--- src/rtl/sdm_pkg.sv ---
package sdm_pkg;

   localparam int SCORE_W = 16;
   localparam int DISP_W  = 8;

   typedef struct packed {
      logic               ok;
      logic [SCORE_W-1:0] score;
      logic [DISP_W-1:0]  disp;
   } cand_t;

   // a is always the lower-offset child, so it keeps ties
   function automatic cand_t pick(input cand_t a, input cand_t b);
      if (!b.ok)               return a;
      if (!a.ok)               return b;
      if (b.score < a.score)   return b;
      return a;
   endfunction

endpackage

--- src/rtl/sdm_right_window.sv ---
module sdm_right_window #(
   parameter int PIX_W    = 8,
   parameter int MAX_DISP = 50,
   parameter int COL_W    = 8
) (
   input  logic             clk,
   input  logic             rst_n,
   input  logic             in_valid,
   input  logic             in_sol,
   input  logic [PIX_W-1:0] in_right,
   output logic [PIX_W-1:0] tap [MAX_DISP+1],
   output logic [MAX_DISP:0] ok
);
   logic [PIX_W-1:0] hist [MAX_DISP];
   logic [COL_W-1:0] col_q, cur_col;

   assign cur_col = in_sol ? '0 : col_q;

   always_ff @(posedge clk) begin
      if (!rst_n)
         col_q <= '0;
      else if (in_valid)
         col_q <= (cur_col == COL_W'(MAX_DISP)) ? cur_col : cur_col + 1'b1;
   end

   always_ff @(posedge clk) begin
      if (in_valid) begin
         hist[0] <= in_right;
         for (int i = 1; i < MAX_DISP; i++) hist[i] <= hist[i-1];
      end
   end

   assign tap[0] = in_right;
   assign ok[0]  = 1'b1;
   for (genvar d = 1; d <= MAX_DISP; d++) begin : g_tap
      assign tap[d] = hist[d-1];
      assign ok[d]  = (COL_W'(d) <= cur_col);
   end
endmodule

--- src/rtl/sdm_score_bank.sv ---
module sdm_score_bank #(
   parameter int PIX_W    = 8,
   parameter int MAX_DISP = 50,
   parameter int LEAVES   = 64
) (
   input  logic             [PIX_W-1:0] in_left,
   input  logic             [PIX_W-1:0] tap [MAX_DISP+1],
   input  logic             [MAX_DISP:0] ok,
   output sdm_pkg::cand_t   leaf [LEAVES]
);
   for (genvar i = 0; i < LEAVES; i++) begin : g_leaf
      if (i <= MAX_DISP) begin : g_real
         logic [PIX_W-1:0] diff;
         assign diff = (in_left >= tap[i]) ? in_left - tap[i] : tap[i] - in_left;
         assign leaf[i].ok    = ok[i];
         assign leaf[i].score = sdm_pkg::SCORE_W'(diff);
         assign leaf[i].disp  = sdm_pkg::DISP_W'(i);
      end else begin : g_pad
         assign leaf[i].ok    = 1'b0;
         assign leaf[i].score = '1;
         assign leaf[i].disp  = '0;
      end
   end
endmodule

--- src/rtl/sdm_min_tree.sv ---
module sdm_min_tree #(
   parameter int LEVELS = 6,
   localparam int LEAVES = 1 << LEVELS
) (
   input  logic           clk,
   input  logic           rst_n,
   input  logic           in_valid,
   input  logic           in_sof,
   input  sdm_pkg::cand_t leaf [LEAVES],
   output sdm_pkg::cand_t win,
   output logic           win_valid,
   output logic           win_sof
);
   // heap layout: node 1 is the root, leaves sit at LEAVES..2*LEAVES-1
   sdm_pkg::cand_t node [1:2*LEAVES-1];
   logic [LEVELS:0] vld_sr, sof_sr;

   always_ff @(posedge clk) begin
      for (int i = 0; i < LEAVES; i++) node[LEAVES+i] <= leaf[i];
      for (int k = 1; k < LEAVES; k++) node[k] <= sdm_pkg::pick(node[2*k], node[2*k+1]);
   end

   always_ff @(posedge clk) begin
      if (!rst_n) begin
         vld_sr <= '0;
         sof_sr <= '0;
      end else begin
         vld_sr <= {vld_sr[LEVELS-1:0], in_valid};
         sof_sr <= {sof_sr[LEVELS-1:0], in_valid & in_sof};
      end
   end

   assign win       = node[1];
   assign win_valid = vld_sr[LEVELS];
   assign win_sof   = sof_sr[LEVELS];
endmodule

--- src/rtl/stereo_depth_mapper.sv ---
module stereo_depth_mapper #(
   parameter int PIX_W    = 8,
   parameter int MAX_DISP = 50
) (
   input  logic                       clk,
   input  logic                       rst_n,
   input  logic                       in_valid,
   input  logic                       in_sof,
   input  logic                       in_sol,
   input  logic [PIX_W-1:0]           in_left,
   input  logic [PIX_W-1:0]           in_right,
   output logic                       out_valid,
   output logic                       out_sof,
   output logic [sdm_pkg::DISP_W-1:0] out_disp,
   output logic [PIX_W-1:0]           out_depth
);
   localparam int LEVELS = $clog2(MAX_DISP + 1);
   localparam int LEAVES = 1 << LEVELS;
   localparam int COL_W  = $clog2(MAX_DISP + 1);
   localparam int MAXVAL = (1 << PIX_W) - 1;

   if (MAX_DISP < 1 || MAX_DISP > MAXVAL || MAX_DISP > 255) begin : g_bad_disp
      $error("MAX_DISP must lie in 1..min(255, 2**PIX_W-1)");
   end
   if (PIX_W < 2 || PIX_W > sdm_pkg::SCORE_W) begin : g_bad_pix
      $error("PIX_W must lie in 2..SCORE_W");
   end

   logic [PIX_W-1:0] tap [MAX_DISP+1];
   logic [MAX_DISP:0] ok;
   sdm_pkg::cand_t    leaf [LEAVES];
   sdm_pkg::cand_t    win;
   logic              win_valid, win_sof;

   sdm_right_window #(.PIX_W(PIX_W), .MAX_DISP(MAX_DISP), .COL_W(COL_W)) u_win (
      .clk(clk), .rst_n(rst_n), .in_valid(in_valid), .in_sol(in_sol),
      .in_right(in_right), .tap(tap), .ok(ok));

   sdm_score_bank #(.PIX_W(PIX_W), .MAX_DISP(MAX_DISP), .LEAVES(LEAVES)) u_score (
      .in_left(in_left), .tap(tap), .ok(ok), .leaf(leaf));

   sdm_min_tree #(.LEVELS(LEVELS)) u_tree (
      .clk(clk), .rst_n(rst_n), .in_valid(in_valid), .in_sof(in_sof),
      .leaf(leaf), .win(win), .win_valid(win_valid), .win_sof(win_sof));

   always_ff @(posedge clk) begin
      if (!rst_n) begin
         out_valid <= 1'b0;
         out_sof   <= 1'b0;
      end else begin
         out_valid <= win_valid;
         out_sof   <= win_sof;
      end
      out_disp  <= win.disp;
      out_depth <= PIX_W'(MAXVAL) - PIX_W'(win.disp);
   end
endmodule

--- config.mk ---
export PLATFORM = sky130hd
export DESIGN_NAME = stereo_depth_mapper
export DESIGN_NICKNAME = d
export VERILOG_FILES = /design/src/rtl/sdm_pkg.sv /design/src/rtl/sdm_right_window.sv /design/src/rtl/sdm_score_bank.sv /design/src/rtl/sdm_min_tree.sv /design/src/rtl/stereo_depth_mapper.sv
export SDC_FILE = /design/constraint.sdc
export NUM_CORES = 2
export LEC_CHECK = 0
export ABC_AREA = 1
export CORE_AREA = 2 2 397 399
export DETAILED_ROUTE_END_ITERATION = 8
export DIE_AREA = 0 0 399 401
export DONT_BUFFER_PORTS = 1
export HOLD_SLACK_MARGIN = 0.1
export PLACE_DENSITY = 0.71
export SLEW_MARGIN = 20
export SYNTH_ARGS = -nofsm -noshare
export SYNTH_HDL_FRONTEND = slang
export SYNTH_SLANG_ARGS = --single-unit
export TNS_END_PERCENT = 20
--- constraint.sdc ---
create_clock -name clk -period 13.3 [get_ports clk]
set_clock_uncertainty 0.05 [all_clocks]
set_input_delay 2.66 -clock clk [delete_from_list [all_inputs] [get_ports clk]]
set_output_delay 2.66 -clock clk [all_outputs]
set_load 0.02 [all_outputs]
==> results.md <==
* Delay-heaviest family, CP: buffers and inverters
* Root Driver: clkbuf_16
* Number of global-route vias before repair at 64547
* Buffers & Inverters on Critical Path at 3
* Critical path fanouts, max at 52
* Worst slack, placed at 7630 ps
* Setup crit start: in_left[3]
* Seq cells post-synth at 1456
* Gate power share at 26.3%
* CP required at 13930 ps
* Fillers at 13776
* I/O Pins at 39
* Switching Power at 4.91 mW
* Gr ovfl total at 0
* Final Cycle Share at 37.6%
* Synth Cell Area at 86600 um2
* Number of cells on the worst hold path at 0
* PortBufs at 0
* Chip height at 401 um
* Vias at 68611
* Largest net degree at the start of global routing at 408
* Worst-margin pin slew at 1120 ps
* CTS H-tree depth at 4
* Pleak at 50.9 nW
* Post-synthesis sequential area ratio at 38.3%
* Fin Setup TNS at 0 ps
* CP max stage delay at 780 ps
* Area Growth Syn to Fin at 7.73%
* Wire length per cell at 16.7 um
* DRT Wirelength at 218000 um
* Drt first pass iters at 8
* Number of enable flip-flop cells after synthesis at 400
* Worst r2r src: u_tree.node[0][111]
* Setup violators final at 0
* CTS buffer count at 157
* Clk sinks at 1456
* Initial antenna violation count at 5
* Worst skew pair latency at 810 ps
* RSZ-0062 raised after global routing: false
* Initial DRC count at 5049
* Setup ws final at 8300 ps
* Hold WC Path Type: flop to flop
* Peak supply drop at 0.000133 V
* Sequential Power Share at 42.1%
* Residual DRC at 0
* Critical path class: input pin to flop
* Depth of the most critical reg-to-reg path at 8
* Cell Int Power at 9.51 mW
* Ys async rst share at 0%
* Gpl congestion at 0.935
* Nets at 12106
* Crit start category: input pin
* Synthesized instance count at 10985
* Worst Hold Launch: u_tree.node[0][365]
* Max Cap Viol at 0
* Syn Area/Cell at 7.88 um2
* Slowest-stage cell, CP: buf_4
* Starting Density at 55.6%
* CTS Buffer Depth at 3
* Hold slack final at 274 ps
* Overall power at 14.4 mW
* Hold Path End: u_tree.node[0][190]
* Part of the power in the clock network at 31.6%
* Core area at 156000 um2
* Switch share at 34.1%
* DP HPWL at 155000 um
* Status: finished, final reports clean
* YS warnings at 0
* Die area at 160000 um2
* Worst Setup End Kind: flop
* Ys flop type: dfxtp_1
* WP data arrival at 5630 ps
* First-pass GRT wire length at 343000 um
* Cts-stage hold buffer count at 0
* Gr usage total at 26.9%
* CP cell instances: inv_4 -> buf_4 -> ha_1 -> a21oi_1 -> nand2_1 -> o21ai_1 -> nand2_1 -> inv_1 -> o21ai_0
* Post-CTS setup repair buffer count at 0
* Stages on the worst setup path at 9
* Final min period at 5000 ps
* R2R setup slack at 10870 ps
* Critical path's most frequent cell: nand2_1
* Final Slew Violations at 0
* FF-to-FF End: u_tree.node[0][52]
* Worst slew margin at 25.5%
* Fin. Hold Viols at 0
* Die W at 399 um
* Worst-path clk slew at 60 ps
* Vias per Instance at 5.25
* Detail Route Antenna Nets at 0
* Layout cell share with drive strength beyond 1 at 3.29%
* PostCTS Resize Cnt at 0
* Distinct cells, synth at 45
* CTS tree: yes
* Num rows at 145
* PwrDens at 155 nW/um2
* Max Fclk at 200 MHz
[registers in the layout, summed over array words and instances (netlist names)]
name,cells
out_valid,1
out_sof,1
u_win.col_q,6
u_tree.sof_sr,7
out_disp,6
u_win.hist,400
u_tree.vld_sr,7
u_tree.node,1022
out_depth,6
[cell families after synthesis]
family | count (synthesis) | synth area share (%)
AND/OR/NAND/NOR | 4621 | 21.7
XOR/XNOR | 411 | 4.16
AO/OA/AOI/OAI | 1284 | 8.26
other | 2 | 0.00867
flip-flops | 1456 | 38.3
adder cells (fa/ha/maj) | 1219 | 18.5
buffers and inverters | 1992 | 9.12
[per-layer routing]
layer | share of wire, % | track usage (%) | vias up
li1 | - | - | 34511
met1 | 45 | 36.4 | 31705
met2 | 46 | 43.8 | 1954
met3 | 5.4 | 3.47 | 437
met4 | 3.7 | 10.1 | 4
met5 | 0.012 | 0 | -
[power groups by stage]
stage               Clock [mW]  Sequential, mW  Combinational [mW]
global placement             0            6.14                3.61
floorplan                    0            5.84                2.96
CTS                       4.64            6.06                3.77
detailed placement           0            6.15                3.74
finish                    4.55            6.07                3.79
global route              4.82            6.15                4.40
[area by class of cell]
| type | instances | area, um2 | share of cell area (%) |
|---|---|---|---|
| Antenna cell | 4 | 10.0 | 0.0107 |
| Timing Repair Buffer | 7 | 52.6 | 0.0563 |
| Inverter | 1705 | 6430 | 6.89 |
| Sequential cell | 1456 | 33200 | 35.5 |
| Clock inverter | 75 | 821 | 0.880 |
| Clock buffer | 219 | 4700 | 5.04 |
| Multi-Input combinational cell | 7539 | 45500 | 48.8 |
| Tap cell | 2058 | 2570 | 2.76 |
[worst max-delay path by stage]
| stage | to | slack [ps] |
|---|---|---|
| detailed placement | u_tree.node[6][15] | 7630 |
| finish | u_tree.node[4][84] | 8300 |
| floorplan | u_tree.node[4][109] | 6260 |
| global route | u_tree.node[5][90] | 8250 |
| CTS | u_tree.node[6][15] | 8480 |
| global placement | u_tree.node[4][384] | 7650 |
[placed cells by master, fill, tap and decap left out, drive strengths merged, types with 153 or more instances in the layout]
| master | count |
|---|---|
| nand2 | 3432 |
| inv | 1728 |
| ha | 1117 |
| dfxtp | 1056 |
| a21oi | 590 |
| nand3 | 551 |
| edfxtp | 400 |
| o21ai | 392 |
| xor2 | 360 |
| nor2 | 308 |
| clkbuf | 219 |
| nor3 | 179 |
| a21o | 153 |
[synthesized netlist by cell type, types with 3 or more instances]
master	instances	area share (%)
nor2_2	3	0.022
nand3_1	550	3.2
edfxtp_1	400	14
o21ai_0	335	1.9
nor2_4	7	0.091
nor2_1	297	1.3
inv_4	3	0.022
buf_2	72	0.42
buf_4	55	0.48
or2_0	51	0.37
fa_1	102	2.4
o21ai_2	3	0.030
inv_2	7	0.030
xnor2_1	51	0.52
a21o_1	153	1.3
nand2_2	8	0.058
clkbuf_2	94	0.54
or2_2	44	0.32
a21boi_0	51	0.44
xor2_1	360	3.6
o21bai_1	6	0.052
nor3_1	179	1.0
clkbuf_1	64	0.28
ha_1	1117	16
inv_1	1695	7.3
o21a_1	27	0.23
nand4_1	56	0.40
a31oi_1	54	0.39
nand2_1	3422	15
a21oi_1	589	3.4
dfxtp_1	1056	24
o21ai_1	54	0.31
[per-stage QoR]
step / instances / utilization, % / instance area [um2]
finish: 13063 / 59.9 / 93300
detailed placement: 12765 / 56.4 / 87700
global placement: 12765 / 56.4 / 87700
CTS: 13059 / 59.9 / 93300
global route: 13059 / 59.9 / 93300
floorplan: 10987 / - / 86600
(Power assumes the default switching activity.)
